==> src/rtl/gic_pkg.sv <==
package gic_pkg;

  localparam int SRC_W  = 16;
  localparam int OUT_N  = 4;
  localparam int BUS_AW = 4;

  localparam logic [BUS_AW-1:0] ADDR_MASK = 4'h4;
  localparam logic [BUS_AW-1:0] ADDR_FLAG = 4'hC;

  // group membership, element g drives cpu line g
  localparam logic [OUT_N-1:0][SRC_W-1:0] DEFAULT_GROUPS =
    {16'h6386, 16'h1C00, 16'h0050, 16'h0028};

  typedef enum logic [1:0] {
    SRC_NONE  = 2'd0,
    SRC_LEVEL = 2'd1,
    SRC_EDGE  = 2'd2
  } src_kind_e;

  function automatic src_kind_e kind_of(input int idx, input int edge_idx);
    if (idx == 0)
      return SRC_NONE;
    else if (idx == edge_idx)
      return SRC_EDGE;
    else
      return SRC_LEVEL;
  endfunction

endpackage

==> src/rtl/gic_sync.sv <==
module gic_sync #(
  parameter int             W       = 16,
  parameter int             STAGES  = 2,
  parameter logic [W-1:0]   RST_VAL = '1
) (
  input  logic         clk,
  input  logic         rst,
  input  logic [W-1:0] d,
  output logic [W-1:0] q
);

  logic [STAGES-1:0][W-1:0] stage_q;

  always_ff @(posedge clk) begin
    if (rst) begin
      stage_q <= {STAGES{RST_VAL}};
    end else begin
      stage_q[0] <= d;
      for (int s = 1; s < STAGES; s++)
        stage_q[s] <= stage_q[s-1];
    end
  end

  assign q = stage_q[STAGES-1];

endmodule

==> src/rtl/gic_flag_bank.sv <==
module gic_flag_bank #(
  parameter int W        = 16,
  parameter int EDGE_BIT = 15
) (
  input  logic         clk,
  input  logic         rst,
  input  logic [W-1:0] lvl_n,
  input  logic         clr_en,
  input  logic [W-1:0] clr_keep,
  output logic [W-1:0] flags
);

  import gic_pkg::*;

  logic [W-1:0] flag_q;
  logic [W-1:0] set_v;
  logic [W-1:0] clr_v;
  logic         edge_prev_q;

  assign clr_v = {W{clr_en}} & ~clr_keep;

  // previous synchronised level of the edge source
  always_ff @(posedge clk) begin
    if (rst)
      edge_prev_q <= 1'b1;
    else
      edge_prev_q <= lvl_n[EDGE_BIT];
  end

  for (genvar i = 0; i < W; i++) begin : g_bit
    if (kind_of(i, EDGE_BIT) == SRC_NONE) begin : g_none
      logic unused_pin;
      assign unused_pin = lvl_n[i];
      assign set_v[i]   = 1'b0;
    end else if (kind_of(i, EDGE_BIT) == SRC_EDGE) begin : g_edge
      assign set_v[i] = edge_prev_q & ~lvl_n[i];

      // a set flag survives until a clear
      a_r7_edge_hold: assert property (@(posedge clk) disable iff (rst)
        (flag_q[i] && !clr_v[i]) |=> flag_q[i]);
      // no falling edge and no prior flag, no flag
      a_r7_edge_only: assert property (@(posedge clk) disable iff (rst)
        (!flag_q[i] && !(edge_prev_q && !lvl_n[i])) |=> !flag_q[i]);
    end else begin : g_level
      assign set_v[i] = ~lvl_n[i];

      // low level without clear sets the flag
      a_r5_level_set: assert property (@(posedge clk) disable iff (rst)
        (!lvl_n[i] && !clr_v[i]) |=> flag_q[i]);
    end

    // a zero written to the flag register clears that bit
    a_r4_clear_bit: assert property (@(posedge clk) disable iff (rst)
      clr_v[i] |=> !flag_q[i]);
  end

  // clear has priority over set in the same cycle
  always_ff @(posedge clk) begin
    if (rst)
      flag_q <= '0;
    else
      flag_q <= (flag_q | set_v) & ~clr_v;
  end

  assign flags = flag_q;

endmodule

==> src/rtl/gic_regs.sv <==
module gic_regs #(
  parameter int                W         = 16,
  parameter int                AW        = 4,
  parameter logic [AW-1:0]     MASK_ADDR = 4'h4,
  parameter logic [AW-1:0]     FLAG_ADDR = 4'hC,
  parameter logic [W-1:0]      MASK_RST  = '1
) (
  input  logic          clk,
  input  logic          rst,
  input  logic [AW-1:0] bus_addr,
  input  logic          bus_we,
  input  logic [W-1:0]  bus_wdata,
  input  logic [W-1:0]  flags_in,
  output logic [W-1:0]  mask_out,
  output logic          flag_clr_en,
  output logic [W-1:0]  bus_rdata
);

  logic [W-1:0] mask_q;
  logic [W-1:0] rdata_q;
  logic         hit_mask;
  logic         hit_flag;

  assign hit_mask    = (bus_addr == MASK_ADDR);
  assign hit_flag    = (bus_addr == FLAG_ADDR);
  assign flag_clr_en = bus_we & hit_flag;

  always_ff @(posedge clk) begin
    if (rst)
      mask_q <= MASK_RST;
    else if (bus_we && hit_mask)
      mask_q <= bus_wdata;
  end

  always_ff @(posedge clk) begin
    if (rst)
      rdata_q <= '0;
    else if (hit_mask)
      rdata_q <= mask_q;
    else if (hit_flag)
      rdata_q <= flags_in;
    else
      rdata_q <= '0;
  end

  assign mask_out  = mask_q;
  assign bus_rdata = rdata_q;

  // mask write lands on the next edge
  a_r2_mask_load: assert property (@(posedge clk) disable iff (rst)
    (bus_we && hit_mask) |=> (mask_q == $past(bus_wdata)));
  // the mask only moves on a mask write
  a_r10_mask_steady: assert property (@(posedge clk) disable iff (rst)
    !(bus_we && hit_mask) |=> $stable(mask_q));
  // flag read shows the pre-edge flags
  a_r11_flag_read: assert property (@(posedge clk) disable iff (rst)
    hit_flag |=> (bus_rdata == $past(flags_in)));
  // unmapped reads return zero
  a_r10_hole_zero: assert property (@(posedge clk) disable iff (rst)
    (!hit_mask && !hit_flag) |=> (bus_rdata == '0));

endmodule

==> src/rtl/gic_group_out.sv <==
module gic_group_out #(
  parameter int                          W         = 16,
  parameter int                          N_OUT     = 4,
  parameter int                          EDGE_BIT  = 15,
  parameter logic [N_OUT-1:0][W-1:0]     GROUP_MAP = gic_pkg::DEFAULT_GROUPS
) (
  input  logic             clk,
  input  logic             rst,
  input  logic [W-1:0]     flags,
  input  logic [W-1:0]     mask,
  output logic [N_OUT-1:0] cpu_irq,
  output logic             nmi
);

  logic [W-1:0]     live;
  logic [N_OUT-1:0] irq_q;
  logic             nmi_q;

  assign live = flags & ~mask;

  for (genvar g = 0; g < N_OUT; g++) begin : g_line
    always_ff @(posedge clk) begin
      if (rst)
        irq_q[g] <= 1'b0;
      else
        irq_q[g] <= |(live & GROUP_MAP[g]);
    end

    // any live member raises the line one edge later
    a_r6_line_on: assert property (@(posedge clk) disable iff (rst)
      (|(flags & ~mask & GROUP_MAP[g])) |=> cpu_irq[g]);
    // no live member keeps the line low
    a_r6_line_off: assert property (@(posedge clk) disable iff (rst)
      !(|(flags & ~mask & GROUP_MAP[g])) |=> !cpu_irq[g]);
  end

  always_ff @(posedge clk) begin
    if (rst)
      nmi_q <= 1'b0;
    else
      nmi_q <= live[EDGE_BIT];
  end

  assign cpu_irq = irq_q;
  assign nmi     = nmi_q;

  // pending and enabled edge source drives nmi
  a_r8_nmi_on: assert property (@(posedge clk) disable iff (rst)
    (flags[EDGE_BIT] && !mask[EDGE_BIT]) |=> nmi);
  // masked or idle edge source keeps nmi low
  a_r8_nmi_off: assert property (@(posedge clk) disable iff (rst)
    !(flags[EDGE_BIT] && !mask[EDGE_BIT]) |=> !nmi);

endmodule

==> src/rtl/grp_irq_ctrl.sv <==
module grp_irq_ctrl #(
  parameter int                                DATA_W      = gic_pkg::SRC_W,
  parameter int                                ADDR_W      = gic_pkg::BUS_AW,
  parameter int                                N_OUT       = gic_pkg::OUT_N,
  parameter int                                SYNC_STAGES = 2,
  parameter int                                EDGE_BIT    = 15,
  parameter logic [ADDR_W-1:0]                 MASK_ADDR   = gic_pkg::ADDR_MASK,
  parameter logic [ADDR_W-1:0]                 FLAG_ADDR   = gic_pkg::ADDR_FLAG,
  parameter logic [N_OUT-1:0][DATA_W-1:0]      GROUP_MAP   = gic_pkg::DEFAULT_GROUPS
) (
  input  logic              clk,
  input  logic              rst,
  input  logic [ADDR_W-1:0] bus_addr,
  input  logic              bus_we,
  input  logic [DATA_W-1:0] bus_wdata,
  output logic [DATA_W-1:0] bus_rdata,
  input  logic [DATA_W-1:0] src_n,
  output logic [N_OUT-1:0]  cpu_irq,
  output logic              nmi
);

  localparam logic [DATA_W-1:0] IDLE_LEVEL = '1;

  logic [DATA_W-1:0] src_sync_n;
  logic [DATA_W-1:0] flags;
  logic [DATA_W-1:0] mask;
  logic              flag_clr_en;

  gic_sync #(
    .W       (DATA_W),
    .STAGES  (SYNC_STAGES),
    .RST_VAL (IDLE_LEVEL)
  ) u_sync (
    .clk (clk),
    .rst (rst),
    .d   (src_n),
    .q   (src_sync_n)
  );

  gic_flag_bank #(
    .W        (DATA_W),
    .EDGE_BIT (EDGE_BIT)
  ) u_flags (
    .clk      (clk),
    .rst      (rst),
    .lvl_n    (src_sync_n),
    .clr_en   (flag_clr_en),
    .clr_keep (bus_wdata),
    .flags    (flags)
  );

  gic_regs #(
    .W         (DATA_W),
    .AW        (ADDR_W),
    .MASK_ADDR (MASK_ADDR),
    .FLAG_ADDR (FLAG_ADDR),
    .MASK_RST  ('1)
  ) u_regs (
    .clk         (clk),
    .rst         (rst),
    .bus_addr    (bus_addr),
    .bus_we      (bus_we),
    .bus_wdata   (bus_wdata),
    .flags_in    (flags),
    .mask_out    (mask),
    .flag_clr_en (flag_clr_en),
    .bus_rdata   (bus_rdata)
  );

  gic_group_out #(
    .W         (DATA_W),
    .N_OUT     (N_OUT),
    .EDGE_BIT  (EDGE_BIT),
    .GROUP_MAP (GROUP_MAP)
  ) u_out (
    .clk     (clk),
    .rst     (rst),
    .flags   (flags),
    .mask    (mask),
    .cpu_irq (cpu_irq),
    .nmi     (nmi)
  );

  // pin 0 never produces a flag
  a_r3_pin0_idle: assert property (@(posedge clk) disable iff (rst)
    !flags[0]);
  // first cycle after reset shows the reset register state
  a_r1_reset_state: assert property (@(posedge clk)
    rst |=> (mask == '1 && flags == '0 && cpu_irq == '0 && !nmi));

endmodule

==> config.mk <==
export PLATFORM = sky130hd
export DESIGN_NAME = grp_irq_ctrl
export DESIGN_NICKNAME = d
export VERILOG_FILES = /design/src/rtl/gic_pkg.sv /design/src/rtl/gic_sync.sv /design/src/rtl/gic_flag_bank.sv /design/src/rtl/gic_regs.sv /design/src/rtl/gic_group_out.sv /design/src/rtl/grp_irq_ctrl.sv
export SDC_FILE = /design/constraint.sdc
export NUM_CORES = 1
export LEC_CHECK = 0
export ABC_AREA = 1
export BUFFER_PORTS_ARGS = -buffer_cell sky130_fd_sc_hd__buf_2
export CAP_MARGIN = 30
export CORE_ASPECT_RATIO = 1.2
export CORE_MARGIN = 2
export CORE_UTILIZATION = 35
export DETAILED_ROUTE_END_ITERATION = 10
export HOLD_SLACK_MARGIN = 0.1
export SLEW_MARGIN = 5
export SYNTH_ARGS = -nofsm -noshare
export SYNTH_HDL_FRONTEND = slang
export SYNTH_SLANG_ARGS = --single-unit
==> constraint.sdc <==
create_clock -name clk -period 2.7 [get_ports clk]
set_clock_uncertainty 0.05 [all_clocks]
set_input_delay 0.135 -clock clk [delete_from_list [all_inputs] [get_ports clk]]
set_output_delay 0.135 -clock clk [all_outputs]
set_load 0.01 [all_outputs]
==> flow_metrics.tcl, run 1 <==
set metrics [dict create \
    fin_crit_sh_pct 48.5 \
    cts_buffers 9 \
    timing.slew.headroom_pct 53.6 \
    cp-end-kind "register" \
    maxSlewViolCount 0 \
    first_pass_iters 4 \
    period_needed_ps 1310 \
    finalHoldViolCount 0 \
    critPathRequiredTime_ps 2890 \
    synthCells 345 \
    yosysWarnings 0 \
    wl_per_cell_um 11.1 \
    fin_nets 467 \
    post_cts_buffers 0 \
    synth.cell_area_mm2 0.00304 \
    port_buffers 58 \
    critPathKind "in -> reg" \
    fp.dieArea_mm2 0.00944 \
    clkLatencyLatePin_ps 350 \
    drc 0 \
    path_clk_slew_ps 80 \
    drt_iter0_markers 141 \
    final_layout_size_suffix_gt1_share_pct 30.3 \
    ir_drop_mv 0.230 \
    crit_family "buffers and inverters" \
    drtAntennaViolNets 0 \
    place_congestion 0.832 \
    synth.net_count 384 \
    die_h_um 106 \
    fp.dieW_um 89.0 \
    grt_pass1_vias 2184 \
    power.density_mw_per_mm2 588 \
    cpMaxStageDelayCell "buf_2" \
    leakagePower_nw 1.95 \
    antenna_found_initial 0 \
    wl_um 6110 \
    synth_seq_cells 84 \
    reg2reg_slack_ps 1740 \
    synth_xor_area_share_pct 0 \
    initial_utilization_pct 35.6 \
    post-dp-hpwl_um 3950 \
    ctsResizeCount 0 \
    htreeDepth 3 \
    synth_seq_area_share_pct 55.4 \
    synth-main-ff-cell "dfxtp_1" \
    slowest_delay_ps 510 \
    std_cell_rows 37 \
    cts_sinks 84 \
    synth_adder_area_share_pct 0 \
    grt_max_degree 45 \
    synth_mux_area_share_pct 0 \
    worst_pin_slew_ps 696 \
    synth_edf_count 0 \
    yosysTopAreaCell "dfxtp_1" \
    cts-root-buf "clkbuf_8" \
    drv_cap 0 \
    area_delta_synth_final_pct 26.4 \
    dp_worst_setup_slack_ps 1030 \
    timing.critical_path.cells "buf_2, inv_2, a31oi_1, nor2_1" \
    synth_top_family_by_area "simple AND/OR/NAND/NOR gates" \
    grt_pass1_wl_um 10100 \
    syn_avg_cell_area_um2 8.80 \
    yosys.area_share.simple_pct 30.1 \
    synth_cell_type_count 25 \
    fin_ws_ps 1390 \
    start_kind "input port" \
    vias 2405 \
    cts.path.max_buffers 2 \
    ioPinCount 60 \
    gr-total-overflow 0 \
    cp_num_buf_inv 2 \
    antenna_cells 0 \
    synth_compound_area_share_pct 4.95 \
    groute.usage.overall_pct 14.1 \
    status "finished clean" \
    async_flop_share_pct 0 \
    crit_fanout 44 \
    fp.coreArea_mm2 0.00852 \
    max_clock_freq_mhz 763 \
    vias_per_cell 4.37 \
    yosys-top-cells-area "dfxtp_1, nand2_1, or2_2" \
    setup_viol 0 \
    holdCritPathClass "in -> reg" \
    synthDominantCellAreaShare_pct 55.4 \
    grt_setup_unrepaired "false" \
    cp.arrival_ps 1500 \
    tns_ps 0 \
    cts_tree "done" \
]
[per-layer routing]
layer	wire length (um)	up-vias	track usage, %
li1	-	1244	-
met1	2710	1080	17.4
met2	2940	69	22.8
met3	302	12	3.11
met4	170	0	7.36
met5	0	-	0
[worst reg2reg max path, cell delays in order, from the launching register on]
cell and delay, ps:
dfxtp_1 380, inv_1 50, nand2_1 50, nand2_1 70
nor2_1 110, a21oi_1 100
[path summary, 6_finish.rpt]
path / from / to / depth (start not counted)
hold reg to reg: u_sync.stage_q[7] / u_sync.q[7] / 1
hold / removal: bus_addr[3] / u_regs.bus_rdata[0] / 4
setup reg to reg: u_regs.mask_out[2] / u_out.cpu_irq[3] / 5
setup / recovery: rst / u_flags.flags[15] / 4
[repair_timing]
| item | CTS | global route |
|---|---|---|
| hold buffers | 31 | 0 |
| setup endpoints to repair | 0 | 0 |
| endpoints found under the hold margin | 47 | 0 |
[synth_stat cells, types with 2 or more instances]
cell type	number
a21oi_1	16
buf_2	8
buf_6	3
clkbuf_1	4
dfxtp_1	84
inv_1	42
inv_2	4
nand2_1	58
nand2_2	20
nand2_4	2
nand3_1	27
nand4_1	16
nor2_1	8
nor2_4	2
nor2_8	2
nor3_1	2
o21ai_0	9
o22ai_1	3
or2_1	3
or2_2	27
[area by class of cell]
class                      count  area (um^2)
inverter                      46          173
timing repair buffer          89          601
clock buffer                  12          145
fill                         877         4680
sequential                    84         1680
clock inverter                 4         25.0
tap                          117          146
multi-input combinational    198         1060
[flip-flops by register name, indices dropped and copies added, names as in the netlist]
signal / cells
u_flags.flags: 16
u_regs.bus_rdata: 16
u_regs.mask_out: 16
u_sync.q: 15
u_sync.stage_q: 15
u_out.cpu_irq: 4
u_flags.edge_prev_q: 1
u_out.nmi: 1
[power by group]
| group | internal, mW | switching, mW |
|---|---|---|
| clock network | 0.357 | 0.423 |
| registers | 1.28 | 0.0175 |
| logic | 0.0858 | 0.0929 |
[through the flow]
stage / hold slack [ps] / total power, mW / cell area, um^2 / std cells / utilization (%)
2_1_floorplan: 189 / 1.42 / 3040 / 345 / -
3_3_place_gp: 271 / 1.47 / 3360 / 503 / 39.4
3_5_place_dp: 269 / 1.47 / 3360 / 503 / 39.4
4_1_cts: 138 / 2.28 / 3840 / 550 / 45.0
5_1_grt: 145 / 2.36 / 3840 / 550 / 45.0
6_report: 150 / 2.26 / 3840 / 550 / 45.0
[cells in the final DEF, fill, tap and decap left out, types with 3 or more instances in the layout]
cell | Yosys | layout
a21oi_1 | 16 | 16
buf_2 | 8 | 58
clkbuf_8 | 0 | 10
dfxtp_1 | 84 | 84
dlygate4sd3_1 | 0 | 31
inv_1 | 42 | 42
inv_2 | 4 | 4
nand2_1 | 58 | 58
nand2_2 | 20 | 20
nand3_1 | 27 | 27
nand4_1 | 16 | 16
nor2_1 | 8 | 8
o21ai_0 | 9 | 9
o22ai_1 | 3 | 3
or2_1 | 3 | 3
or2_2 | 27 | 27
[kinds of logic after synthesis]
family                 after synthesis
flip-flops                          84
AO/OA/AOI/OAI                       29
buffers and inverters               63
AND/OR/NAND/NOR                    169
No activity file was read; power rests on OpenSTA's default activity.
==> inputs of run 2 (changes only) <==
==> constraint.sdc (replaced) <==
create_clock -name clk -period 1.25 [get_ports clk]
set_clock_uncertainty 0.05 [all_clocks]
set_input_delay 0.0625 -clock clk [delete_from_list [all_inputs] [get_ports clk]]
set_output_delay 0.0625 -clock clk [all_outputs]
set_load 0.01 [all_outputs]
==> flow_metrics.tcl, run 2 (synthesis gave the netlist of run 1 again) <==
set metrics [dict create \
    status "finished clean" \
    layout_common_cells "dfxtp_1, nand2_1, buf_2" \
    htreeDepth 3 \
    final_common_cell "dfxtp_1" \
    grt_pass1_wl_um 10600 \
    die_h_um 106 \
    final_layout_size_suffix_gt1_share_pct 31.7 \
    drc 0 \
    maxSlewViolCount 0 \
    cp-end-kind "register" \
    clkLatencyLatePin_ps 350 \
    grt_max_degree 34 \
    cts.path.max_buffers 2 \
    drt_iter0_markers 169 \
    dp_worst_setup_slack_ps 138 \
    fin_nets 482 \
    cts_buffers 9 \
    fp.dieW_um 89.0 \
    drv_cap 0 \
    leakagePower_nw 2.06 \
    fp.coreArea_mm2 0.00852 \
    first_pass_iters 4 \
    ir_drop_mv 0.540 \
    antenna_cells 0 \
    cts_tree "done" \
    wl_per_cell_um 11.3 \
    initial_utilization_pct 35.6 \
    gr-total-overflow 0 \
    cts_sinks 84 \
    grt_pass1_vias 2232 \
    fin_ws_ps 76.9 \
    post-dp-hpwl_um 4160 \
    area_delta_synth_final_pct 33.8 \
    drtAntennaViolNets 0 \
    start_kind "input port" \
    path_clk_slew_ps 90 \
    period_needed_ps 1170 \
    wl_um 6370 \
    worst_pin_slew_ps 276 \
    finalHoldViolCount 0 \
    place_congestion 0.872 \
    timing.slew.headroom_pct 81.6 \
    groute.usage.overall_pct 14.8 \
    setup_viol 0 \
    grt_setup_unrepaired "false" \
    reg2reg_slack_ps 270 \
    holdCritPathClass "in -> reg" \
    tns_ps 0 \
    fin_crit_sh_pct 93.8 \
    critPathRequiredTime_ps 1490 \
    max_clock_freq_mhz 852 \
    vias 2442 \
    crit_fanout 9 \
    fp.dieArea_mm2 0.00944 \
    ioPinCount 60 \
    cts-root-buf "clkbuf_8" \
    port_buffers 58 \
    cp.arrival_ps 1420 \
    n_fill_cell 850 \
    std_cell_rows 37 \
    critPathKind "in -> reg" \
    vias_per_cell 4.32 \
    antenna_found_initial 0 \
    power.density_mw_per_mm2 1310 \
]
run 2: area by class of cell:
cell class	count	area [um^2]	share of cell area (%)
Sequential cell	84	1680	41.4
Multi-Input combinational cell	198	1060	26.2
Timing Repair Buffer	104	776	19.1
Inverter	46	175	4.31
Tap cell	117	146	3.61
Clock buffer	11	141	3.48
Clock inverter	5	75.1	1.85
run 2: path summary, 6_finish.rpt:
path | start | end | cells after the start
min reg2reg | u_sync.stage_q[7] | u_sync.q[7] | 1
max | bus_addr[2] | u_regs.bus_rdata[3] | 9
max reg2reg | u_regs.mask_out[1] | u_out.cpu_irq[3] | 5
min | bus_addr[0] | u_regs.mask_out[2] | 4
run 2: metal layers:
layer  track usage [%]  up-vias  wire length (um)
met3              3.57       12               378
met2              22.2       82              3010
met4              7.89        0               150
met1              19.4     1071              2830
li1                  -     1277                 -
met5                 0        -                 0
run 2: critical path: stages:
cell           delay [ps]
dlygate4sd3_1         520
buf_2                 110
inv_2                  50
nor2_8                180
nand2_4                90
nor2_8                150
buf_12                150
nand2_2                50
nand2_2                40
run 2: power by group:
group | total (mW) | internal (mW) | switching (mW) | leakage [nW]
registers | 2.81 | 2.77 | 0.0376 | 0.688
clock network | 2.09 | 1.17 | 0.918 | 0.113
logic | 0.431 | 0.221 | 0.210 | 1.26
run 2: per-stage QoR:
step / util (%) / hold WS, ps / total power, mW / instances / cell area [um^2]
6_report: 47.7 / 42.7 / 5.33 / 565 / 4060
4_1_cts: 47.0 / 26.1 / 5.37 / 562 / 4010
3_3_place_gp: 40.4 / 198 / 3.20 / 511 / 3440
2_1_floorplan: - / 116 / 3.07 / 345 / 3040
3_5_place_dp: 40.4 / 197 / 3.21 / 511 / 3440
5_1_grt: 47.7 / 103 / 5.56 / 565 / 4060
run 2: repair_timing:
| item | CTS | global route |
|---|---|---|
| endpoints found under the hold margin | 51 | 1 |
| resized for setup | 0 | 1 |
| endpoints found under the setup margin | 0 | 20 |
| hold buffers | 35 | 1 |
| setup buffers | 0 | 2 |
==> inputs of run 3 (changes only) <==
--- a/config.mk
+++ b/config.mk
@@ -10,7 +10,7 @@
 export CAP_MARGIN = 30
 export CORE_ASPECT_RATIO = 1.2
 export CORE_MARGIN = 2
-export CORE_UTILIZATION = 35
+export CORE_UTILIZATION = 30
 export DETAILED_ROUTE_END_ITERATION = 10
 export HOLD_SLACK_MARGIN = 0.1
 export SLEW_MARGIN = 5
==> flow_metrics.tcl, run 3 (synthesis gave the netlist of run 1 again) <==
set metrics [dict create \
    switching_share_pct 21.1 \
    fin_crit_sh_pct 93.8 \
    start_kind "input port" \
    clkLatencyLatePin_ps 330 \
    leakagePower_nw 2.06 \
    htreeDepth 3 \
    critPathRequiredTime_ps 1450 \
    gr-total-overflow 0 \
    port_buffers 58 \
    holdCritPathClass "in -> reg" \
    cts-root-buf "clkbuf_16" \
    cts_buffers 9 \
    cp.arrival_ps 1370 \
    p_int_mw 4.28 \
    layout_common_cells "dfxtp_1, nand2_1, buf_2" \
    power.density_mw_per_mm2 1330 \
    drv_cap 0 \
    multi_input_area_mm2 0.00106 \
    cp-end-kind "register" \
    grt_setup_unrepaired "false" \
    final_layout_size_suffix_gt1_share_pct 31.0 \
    vias_per_cell 4.22 \
    place_congestion 0.793 \
    antenna_found_initial 0 \
    p_switching_mw 1.15 \
    period_needed_ps 1170 \
    seq_area_mm2 0.00168 \
    setup_viol 0 \
    cts_tree "done" \
    path_clk_slew_ps 50 \
    maxSlewViolCount 0 \
    drc 0 \
    cts_sinks 84 \
    grt_max_degree 24 \
    cts.path.max_buffers 2 \
    n_fill_cell 1025 \
    post-dp-hpwl_um 4450 \
    vias 2397 \
    fin_nets 481 \
    grt_pass1_vias 2381 \
    wl_um 6520 \
    first_pass_iters 4 \
    die_h_um 114 \
    final_common_cell "dfxtp_1" \
    dp_worst_setup_slack_ps 111 \
    worst_pin_slew_ps 250 \
    critPathKind "in -> reg" \
    ioPinCount 60 \
    initial_utilization_pct 30.6 \
    std_cell_rows 40 \
    timing.slew.headroom_pct 83.3 \
    finalHoldViolCount 0 \
    p_comb_share_pct 7.9 \
    fp.dieW_um 95.8 \
    area_delta_synth_final_pct 34.3 \
    fp.coreArea_mm2 0.00991 \
    fp.dieArea_mm2 0.0109 \
    clkPwrFrac_pct 40.2 \
    groute.usage.overall_pct 13.0 \
    antenna_cells 0 \
    crit_fanout 14 \
    drt_iter0_markers 149 \
    max_clock_freq_mhz 853 \
    wl_per_cell_um 11.5 \
    p_seq_share_pct 51.9 \
    grt_pass1_wl_um 10900 \
    placed_area_mm2 0.00345 \
    status "finished clean" \
    ir_drop_mv 0.599 \
    fin_area_mm2 0.00408 \
    drtAntennaViolNets 0 \
    fin_ws_ps 77.7 \
    tns_ps 0 \
]
run 3: area by class of cell:
| type | instances | area share (%) |
|---|---|---|
| tap | 126 | 3.87 |
| clock buffer | 10 | 5.62 |
| inverter | 46 | 4.24 |
| sequential | 84 | 41.3 |
| multi-input combinational | 198 | 26.1 |
| timing repair buffer | 103 | 18.8 |
| clock inverter | 1 | 0.123 |
run 3: worst max-delay path, cell delays in order:
cell and delay [ps]:
dlygate4sd3_1 530, buf_4 160, nor2_8 160, buf_4 250, nand3_1 100, o22ai_1 110
run 3: final timing paths:
kind | start | end | slack [ps] | cells past startpoint
worst max-delay path | bus_addr[3] | u_regs.bus_rdata[0] | 80 | 6
worst min-delay path | bus_addr[0] | u_regs.bus_rdata[0] | 110 | 4
worst max register to register | u_regs.mask_out[2] | u_out.cpu_irq[3] | 290 | 5
worst min register to register | u_sync.stage_q[8] | u_sync.q[8] | 350 | 1
run 3: repair_timing:
action	CTS	global route
setup endpoints to repair	0	24
hold buffers	35	0
hold endpoints to repair	50	0
resized for setup	0	4
buffers inserted	0	2
run 3: power groups by stage:
| stage | logic (mW) | registers (mW) | clock network [mW] |
|---|---|---|---|
| floorplan | 0.203 | 2.87 | 0 |
| detailed placement | 0.341 | 2.87 | 0 |
| global route | 0.479 | 2.82 | 2.38 |
| global placement | 0.332 | 2.87 | 0 |
| CTS | 0.426 | 2.81 | 2.26 |
| finish | 0.429 | 2.81 | 2.18 |
run 3: layer usage:
layer,track usage [%],vias up,part of all wire (%)
met2,21.0,68,49
met4,7.81,0,2.5
met5,0,-,0
met3,3.23,10,5.3
met1,15.4,1051,43
li1,-,1268,-
run 3: through the flow:
| step | std cells | hold WS (ps) | power, mW | utilization (%) |
|---|---|---|---|---|
| floorplan | 345 | 116 | 3.07 | - |
| global placement | 520 | 199 | 3.20 | 34.8 |
| detailed placement | 520 | 198 | 3.21 | 34.8 |
| CTS | 566 | 101 | 5.50 | 40.7 |
| global route | 568 | 129 | 5.68 | 41.1 |
| finish | 568 | 115 | 5.43 | 41.1 |
